$ cat src/rtl/ps2r_pkg.sv
package ps2r_pkg;

  typedef enum logic [1:0] {
    PH_IDLE = 2'd0,
    PH_REL  = 2'd1,
    PH_DRV  = 2'd2
  } phase_t;

  // Odd parity over byte plus parity bit, and stop must read high.
  function automatic logic frame_ok(input logic [7:0] byte_v,
                                    input logic       par_v,
                                    input logic       stop_v);
    return stop_v & (^{byte_v, par_v});
  endfunction

endpackage

$ cat src/rtl/ps2r_sync.sv
module ps2r_sync #(
  parameter int              WIDTH   = 2,
  parameter logic [WIDTH-1:0] RST_VAL = '1
) (
  input  logic             clk,
  input  logic             rst_n,
  input  logic [WIDTH-1:0] d,
  output logic [WIDTH-1:0] q
);
  logic [WIDTH-1:0] stage1;

  always_ff @(posedge clk or negedge rst_n) begin
    if (!rst_n) begin
      stage1 <= RST_VAL;
      q      <= RST_VAL;
    end else begin
      stage1 <= d;
      q      <= stage1;
    end
  end
endmodule

$ cat src/rtl/ps2r_inhibit.sv
module ps2r_inhibit #(
  parameter int INHIBIT_CYC = 5000,
  parameter int MASK_CYC    = 3
) (
  input  logic clk,
  input  logic rst_n,
  input  logic clk_s,
  input  logic tx_clk_oe,
  input  logic tx_busy,
  input  logic tx_past_tenth,
  input  logic hold,
  output logic foreign_low,
  output logic inh_done,
  output logic tx_abort
);
  localparam int CW = $clog2(INHIBIT_CYC + 1);
  localparam logic [CW-1:0] CNT_MAX = CW'(INHIBIT_CYC);

  logic [MASK_CYC-1:0] own_hist;
  logic [CW-1:0]       cnt;
  logic                own_hold;

  generate
    if (MASK_CYC == 1) begin : g_mask1
      always_ff @(posedge clk or negedge rst_n) begin
        if (!rst_n) own_hist <= '0;
        else        own_hist <= tx_clk_oe;
      end
    end else begin : g_maskn
      always_ff @(posedge clk or negedge rst_n) begin
        if (!rst_n) own_hist <= '0;
        else        own_hist <= {own_hist[MASK_CYC-2:0], tx_clk_oe};
      end
    end
  endgenerate

  assign own_hold    = tx_clk_oe | (|own_hist);
  assign foreign_low = ~clk_s & ~own_hold;
  assign inh_done    = (cnt == CNT_MAX);

  always_ff @(posedge clk or negedge rst_n) begin
    if (!rst_n) begin
      cnt      <= '0;
      tx_abort <= 1'b0;
    end else begin
      tx_abort <= tx_busy & ~tx_past_tenth & foreign_low;
      if (hold)                            cnt <= '0;
      else if (foreign_low && !inh_done)   cnt <= cnt + CW'(1);
      else if (!foreign_low)               cnt <= '0;
    end
  end

  p_abort_cause_r9: assert property (@(posedge clk) disable iff (!rst_n)
    tx_abort |-> $past(tx_busy && !tx_past_tenth));

  p_masked_no_count_r10: assert property (@(posedge clk) disable iff (!rst_n)
    (!hold && own_hold) |=> (cnt == '0));

endmodule

$ cat src/rtl/ps2r_framer.sv
module ps2r_framer
  import ps2r_pkg::*;
#(
  parameter int HALF_CYC   = 1000,
  parameter int SETTLE_CYC = 3
) (
  input  logic       clk,
  input  logic       rst_n,
  input  logic       clk_s,
  input  logic       data_s,
  input  logic       inh_done,
  input  logic       tx_busy,
  output logic       busy,
  output logic       clk_oe,
  output logic       data_oe,
  output logic [7:0] rx_data,
  output logic       rx_valid,
  output logic       rx_error
);
  localparam int NSAMP = 11;
  localparam int TW    = (HALF_CYC > 2) ? $clog2(HALF_CYC) : 1;
  localparam int BW    = $clog2(NSAMP + 1);
  localparam logic [TW-1:0] T_LAST   = TW'(HALF_CYC - 1);
  localparam logic [TW-1:0] T_SETTLE = TW'(SETTLE_CYC);
  localparam logic [BW-1:0] STOP_IDX = BW'(NSAMP - 1);

  phase_t          st;
  logic [TW-1:0]   tmr;
  logic [BW-1:0]   bitn;
  logic [NSAMP-2:0] sh;
  logic            ack_q;

  logic start_evt, phase_end, host_pull, sample_evt, ack_ok, par_q;

  assign busy       = (st != PH_IDLE);
  assign phase_end  = (tmr == T_LAST);
  assign start_evt  = (st == PH_IDLE) & clk_s & inh_done & ~data_s & ~tx_busy;
  assign host_pull  = (st == PH_REL) & (tmr >= T_SETTLE) & ~clk_s;
  assign sample_evt = (st == PH_REL) & ~host_pull & phase_end;
  assign par_q      = sh[NSAMP-2];
  assign ack_ok     = frame_ok(sh[8:1], par_q, data_s);

  always_ff @(posedge clk or negedge rst_n) begin
    if (!rst_n) begin
      st       <= PH_IDLE;
      tmr      <= '0;
      bitn     <= '0;
      sh       <= '0;
      ack_q    <= 1'b0;
      clk_oe   <= 1'b0;
      data_oe  <= 1'b0;
      rx_data  <= '0;
      rx_valid <= 1'b0;
      rx_error <= 1'b0;
    end else begin
      rx_valid <= 1'b0;
      rx_error <= 1'b0;
      unique case (st)
        PH_IDLE: begin
          if (start_evt) begin
            st   <= PH_REL;
            tmr  <= '0;
            bitn <= '0;
          end
        end
        PH_REL: begin
          if (host_pull) begin
            st <= PH_IDLE;
          end else if (sample_evt) begin
            if (bitn != STOP_IDX) begin
              sh[bitn] <= data_s;
            end else begin
              data_oe <= ack_ok;
              ack_q   <= ack_ok;
            end
            st     <= PH_DRV;
            tmr    <= '0;
            clk_oe <= 1'b1;
          end else begin
            tmr <= tmr + TW'(1);
          end
        end
        PH_DRV: begin
          if (phase_end) begin
            clk_oe <= 1'b0;
            tmr    <= '0;
            if (bitn == STOP_IDX) begin
              st       <= PH_IDLE;
              data_oe  <= 1'b0;
              rx_data  <= sh[8:1];
              rx_valid <= ack_q;
              rx_error <= ~ack_q;
            end else begin
              bitn <= bitn + BW'(1);
              st   <= PH_REL;
            end
          end else begin
            tmr <= tmr + TW'(1);
          end
        end
        default: st <= PH_IDLE;
      endcase
    end
  end

  p_start_needs_inhibit_r2: assert property (@(posedge clk) disable iff (!rst_n)
    $rose(busy) |-> $past(inh_done));

  p_no_start_busy_r11: assert property (@(posedge clk) disable iff (!rst_n)
    $rose(busy) |-> $past(!tx_busy));

  p_ack_only_low_r6: assert property (@(posedge clk) disable iff (!rst_n)
    data_oe |-> clk_oe);

  p_valid_parity_r5: assert property (@(posedge clk) disable iff (!rst_n)
    rx_valid |-> (^{rx_data, par_q}));

  p_pulse_excl_r7: assert property (@(posedge clk) disable iff (!rst_n)
    !(rx_valid && rx_error));

  p_valid_single_r7: assert property (@(posedge clk) disable iff (!rst_n)
    rx_valid |=> !rx_valid);

  p_discard_quiet_r8: assert property (@(posedge clk) disable iff (!rst_n)
    host_pull |=> (!clk_oe && !rx_valid && !rx_error && !busy));

endmodule

$ cat src/rtl/ps2_dev_rx.sv
module ps2_dev_rx #(
  parameter int INHIBIT_CYC = 5000,
  parameter int HALF_CYC    = 1000,
  parameter int SETTLE_CYC  = 3,
  parameter int MASK_CYC    = 3
) (
  input  logic       clk,
  input  logic       rst_n,
  input  logic       ps2_clk_in,
  input  logic       ps2_data_in,
  input  logic       tx_busy,
  input  logic       tx_past_tenth,
  input  logic       tx_clk_oe,
  output logic       ps2_clk_oe,
  output logic       ps2_data_oe,
  output logic [7:0] rx_data,
  output logic       rx_valid,
  output logic       rx_error,
  output logic       tx_abort
);
  logic [1:0] line_s;
  logic       clk_s, data_s;
  logic       foreign_low, inh_done, rx_busy;

  ps2r_sync #(.WIDTH(2), .RST_VAL(2'b11)) u_sync (
    .clk  (clk),
    .rst_n(rst_n),
    .d    ({ps2_clk_in, ps2_data_in}),
    .q    (line_s)
  );

  assign clk_s  = line_s[1];
  assign data_s = line_s[0];

  ps2r_inhibit #(.INHIBIT_CYC(INHIBIT_CYC), .MASK_CYC(MASK_CYC)) u_inh (
    .clk          (clk),
    .rst_n        (rst_n),
    .clk_s        (clk_s),
    .tx_clk_oe    (tx_clk_oe),
    .tx_busy      (tx_busy),
    .tx_past_tenth(tx_past_tenth),
    .hold         (rx_busy),
    .foreign_low  (foreign_low),
    .inh_done     (inh_done),
    .tx_abort     (tx_abort)
  );

  ps2r_framer #(.HALF_CYC(HALF_CYC), .SETTLE_CYC(SETTLE_CYC)) u_frm (
    .clk     (clk),
    .rst_n   (rst_n),
    .clk_s   (clk_s),
    .data_s  (data_s),
    .inh_done(inh_done),
    .tx_busy (tx_busy),
    .busy    (rx_busy),
    .clk_oe  (ps2_clk_oe),
    .data_oe (ps2_data_oe),
    .rx_data (rx_data),
    .rx_valid(rx_valid),
    .rx_error(rx_error)
  );

  p_abort_needs_low_r9: assert property (@(posedge clk) disable iff (!rst_n)
    tx_abort |-> $past(foreign_low));

endmodule

$ cat config.mk
export PLATFORM = sky130hd
export DESIGN_NAME = ps2_dev_rx
export DESIGN_NICKNAME = d
export VERILOG_FILES = /design/src/rtl/ps2r_pkg.sv /design/src/rtl/ps2r_sync.sv /design/src/rtl/ps2r_inhibit.sv /design/src/rtl/ps2r_framer.sv /design/src/rtl/ps2_dev_rx.sv
export SDC_FILE = /design/constraint.sdc
export NUM_CORES = 1
export LEC_CHECK = 0
export CORE_UTILIZATION = 59
export CTS_CLUSTER_DIAMETER = 120
export DETAILED_ROUTE_END_ITERATION = 16
export PLACE_DENSITY = 0.86
export REMOVE_ABC_BUFFERS = 1
export SYNTH_ARGS = -nofsm -noshare
export SYNTH_HDL_FRONTEND = slang
export SYNTH_SLANG_ARGS = --single-unit
$ cat constraint.sdc
create_clock -name clk -period 3.5 [get_ports clk]
set_input_delay 0.525 -clock clk [delete_from_list [all_inputs] [get_ports clk]]
set_output_delay 0.525 -clock clk [all_outputs]
set_load 0.03 [all_outputs]
==> impl_summary.log <==
[metrics] PD cells: 366 nW/um2
[metrics] top post-synthesis cells by count: sky130_fd_sc_hd__dfrtp_1, sky130_fd_sc_hd__nor2_1, sky130_fd_sc_hd__mux2_2
[metrics] Setup Crit Path Kind: reg2reg
[metrics] cells taking the most area after synthesis: sky130_fd_sc_hd__dfrtp_1, sky130_fd_sc_hd__mux2_2, sky130_fd_sc_hd__ha_1
[metrics] Post-Route Hold Slack: 0.239 ns
[metrics] Port-buffer cells: 19
[metrics] total die area: 5430 um2
[metrics] global-route wire length before repair: ~9.5 mm
[metrics] Fill cells: 362
[metrics] data arrival time at the worst-slack endpoint: 2.78 ns
[metrics] final core utilization: 0.714
[metrics] Avg WL per Cell: 14.9 um
[metrics] number of synthesis warnings: 0
[metrics] Max Cap Viol: 0
[metrics] Max Clock Freq: 391 MHz
[metrics] CTS Buffer Depth: 2
[metrics] IR Drop Worst-Case VDD: 0.000305 V
[metrics] Data required, critical path: 3.73 ns
[metrics] HPWL reported at the end of detailed placement: 3.95 mm
[metrics] drc violations: 0
[metrics] H-tree depth: 3
[metrics] clock skew: between 0.006 and 0.007 ns
[metrics] sequential share of the synthesized area: 0.488
[metrics] global placer's final weighted congestion: 0.889
[metrics] Synth Area in XOR/XNOR: 0.0565
[metrics] root cell of the clock tree: sky130_fd_sc_hd__clkbuf_8
[metrics] Synth Flop Type: sky130_fd_sc_hd__dfrtp_1
[metrics] number of antenna-violating nets in the routed design: 0
[metrics] initial cell density of the core: 0.626
[metrics] total of endpoints with negative setup slack in the final report: 0
[metrics] maximum number of pins on one net before global-route repair: 37
[metrics] DRC marker count from the first detailed-route iteration: ~150
[metrics] Total Nets Final: roughly 320
[metrics] Placement Cell Area: 3290 um2
[metrics] leading cell type by number of instances after synthesis: sky130_fd_sc_hd__dfrtp_1
[metrics] non-filler instance count after layout: 372
[metrics] worst-case reg-to-reg path depth: 6
[metrics] reg-to-reg startpoint: u_frm.tmr[0]
[metrics] complex-gate fraction of the synthesized area: 0.104
[metrics] number of instances in the synthesized netlist: between 200 and 300
[metrics] quantity of hold-fixing buffers added after cts: 0
[metrics] vias: 2168
[metrics] post-cts sizing count: 0
[metrics] type of the worst min-delay path: in2async
[metrics] fraction of the cycle the final worst path needs: 0.730
[metrics] total clock buffers created by CTS: 9
[metrics] Worst setup EP type: flop
[metrics] later-pin clock latency in the skew report: 0.35 ns
[metrics] grt total ovfl: 0
[metrics] Crit Path Max Fanout: 10
[metrics] Synth top area share: 0.454
[metrics] Die Height: approximately 74 um
[metrics] number of antenna repair diodes: 0
[metrics] critical path endpoint: u_frm.sh[2]
[metrics] number of antenna violations at the first check in global routing: 0
[metrics] TritonCTS clock tree: built
[metrics] number of cells after detailed placement: 356
[metrics] share of synthesized cell area in full adder, half adder and majority cells: 0.0454
[metrics] largest family of logic cells by synthesized area: simple AND/OR/NAND/NOR gates
[metrics] fraction of layout instances using a drive strength above 1: 0.180
[metrics] outcome: completed
[metrics] multiplexer fraction of the synthesized cell area: 0.0771
[metrics] first-pass iteration count of the detailed router: 5
[metrics] pins over their slew limit: 0
[metrics] share of flip-flops with an asynchronous set or reset: 1.00
[metrics] reported leakage power: 1.52 nW
[metrics] routed vias/inst: just under 6
[metrics] combined area of all synthesized cells: 3030 um2
[metrics] vias in the first global route: between 2000 and 2500
[metrics] standard-cell row count: 25
[metrics] clock-pin slew on the worst setup and hold paths: approximately 0.06 ns
[metrics] die extent in x: 73.7 um
[metrics] timing startpoint of the critical path: u_frm.tmr[0]
[metrics] overall fraction of global-route tracks in use: 0.240
[metrics] final-report hold violation count: 0
[metrics] Avg Cell Area, Syn: around 11 um2
[metrics] Yosys reg bits: 59
[metrics] number of ports placed on the die boundary: 20
[metrics] setup slack of the most critical reg-to-reg path: 0.94 ns
[metrics] library cells used by synthesis: between 40 and 50
[metrics] Slew @ Worst Pin: 0.745 ns
[metrics] Total Neg Setup Slack: 0 ns
[metrics] crit path time final: between 2 and 3 ns
[metrics] area of all placed cells without fillers: 3460 um2
[metrics] CTS sink cnt: 59
[metrics] setup repair after global routing missed its margin: false
[metrics] number of buffers inserted to repair setup after CTS: 0
[metrics] Area growth, synth to finish: 14.0%
[metrics] sum of routed wire length over all layers: around 5.5 mm
[metrics] capture point of the worst reg-to-reg path: u_frm.sh[2]
[metrics] Simple-Gate Fraction of Synth Area: 0.202
[metrics] critical path startpoint category: flop
[metrics] CORE AREA: a little under 5000 um2
[metrics] number of enable-type register cells in the synthesized netlist: 0
[metrics] headroom to the max-slew limit: 0.503
[metrics] post-synthesis cell type with the largest combined area: sky130_fd_sc_hd__dfrtp_1
metal layers:
| metal | GRT usage | wire [um] |
|---|---|---|
| met4 | 0.115 | 106 |
| met2 | 0.380 | 2710 |
| met1 | 0.306 | 2520 |
| met3 | 0.0617 | 219 |
| met5 | 0 | 0 |
worst min-delay path by stage:
stage                     slack (ns)               end  depth (start not counted)        startpoint
final                           0.24    u_frm.rx_valid                          1             rst_n
after global routing            0.32  u_frm.rx_data[5]                          1             rst_n
after CTS                       0.28    u_frm.rx_valid                          1             rst_n
after detailed placement        0.35       u_sync.q[1]                          0  u_sync.stage1[1]
after global placement          0.35       u_sync.q[1]                          0  u_sync.stage1[1]
after floorplan                 0.23       u_frm.ack_q                          0             rst_n
report_power, final:
group          internal [mW]  switching [mW]
clock                  0.294           0.256
sequential             0.689         0.00410
combinational        0.00748          0.0153
total                  0.990           0.275
registers in the layout, indices dropped and copies added, names as in the netlist, 2 cells and up:
register        flops
u_frm.bitn          4
u_sync.q            2
u_frm.st            2
u_frm.tmr          10
u_frm.sh            9
u_sync.stage1       2
u_inh.own_hist      3
u_inh.cnt          13
u_frm.rx_data       8
cells by family (layout without fill, tap and decap cells):
group / after synthesis / in the layout
mux: 21 / 21
buf+inv: 21 / 51
simple gates: 104 / 104
fa+ha+maj: 11 / 11
xor+xnor: 18 / 18
flops: 59 / 59
compound gates: 41 / 41
placed cells by master, fill, tap and decap left out, types with 2 or more instances in the layout:
master | synthesis | final
sky130_fd_sc_hd__o31ai_1 | 9 | 9
sky130_fd_sc_hd__clkbuf_8 | 0 | 11
sky130_fd_sc_hd__xnor2_1 | 12 | 12
sky130_fd_sc_hd__ha_1 | 11 | 11
sky130_fd_sc_hd__a31oi_1 | 2 | 2
sky130_fd_sc_hd__nor2_1 | 22 | 22
sky130_fd_sc_hd__clkinv_2 | 0 | 2
sky130_fd_sc_hd__nand2_1 | 16 | 16
sky130_fd_sc_hd__and2_1 | 2 | 2
sky130_fd_sc_hd__nor3_1 | 6 | 6
sky130_fd_sc_hd__and4bb_2 | 2 | 2
sky130_fd_sc_hd__dfstp_2 | 4 | 4
sky130_fd_sc_hd__o211ai_1 | 4 | 4
sky130_fd_sc_hd__xor2_1 | 5 | 5
sky130_fd_sc_hd__or4_1 | 4 | 4
sky130_fd_sc_hd__o2bb2ai_1 | 4 | 4
sky130_fd_sc_hd__inv_1 | 15 | 15
sky130_fd_sc_hd__clkdlybuf4s50_1 | 0 | 18
sky130_fd_sc_hd__nand4b_1 | 6 | 6
sky130_fd_sc_hd__o21ai_0 | 10 | 10
sky130_fd_sc_hd__a21oi_1 | 5 | 5
sky130_fd_sc_hd__nand3_1 | 14 | 14
sky130_fd_sc_hd__dfrtp_1 | 55 | 55
sky130_fd_sc_hd__mux2_2 | 19 | 19
sky130_fd_sc_hd__nand2b_1 | 5 | 5
sky130_fd_sc_hd__nand4_1 | 4 | 4
sky130_fd_sc_hd__mux2i_1 | 2 | 2
sky130_fd_sc_hd__or3_2 | 3 | 3
sky130_fd_sc_hd__and3_2 | 3 | 3
sky130_fd_sc_hd__and3_1 | 3 | 3
sky130_fd_sc_hd__nor2b_1 | 3 | 3
sky130_fd_sc_hd__clkbuf_1 | 5 | 3
per-stage QoR:
step / worst slack [ns] / total power, mW
6_report: 0.945 / 1.26
5_1_grt: 0.819 / 1.30
4_1_cts: 0.941 / 1.27
3_5_place_dp: 0.645 / 0.729
3_3_place_gp: 0.711 / 0.728
2_1_floorplan: 1.14 / 0.706
critical path: stages (launching register included):
cell                       delay [ns]
sky130_fd_sc_hd__dfrtp_1         0.40
sky130_fd_sc_hd__ha_1            0.26
sky130_fd_sc_hd__or4_1           0.59
sky130_fd_sc_hd__nor3_1          0.23
sky130_fd_sc_hd__o211a_1         0.34
sky130_fd_sc_hd__and4bb_2        0.28
sky130_fd_sc_hd__mux2_2          0.33
layout make-up:
type / instances / area, um2 / area share
clock buffers: 14 / 163 / 0.0470
repair buffers: 20 / 193 / 0.0557
clock inverters: 2 / 10.0 / 0.00289
well taps: 67 / 83.8 / 0.0242
multi-input cells: 195 / 1470 / 0.426
flip-flops and latches: 59 / 1480 / 0.428
inverters: 15 / 56.3 / 0.0163
Power figures use the tool's default switching activity.
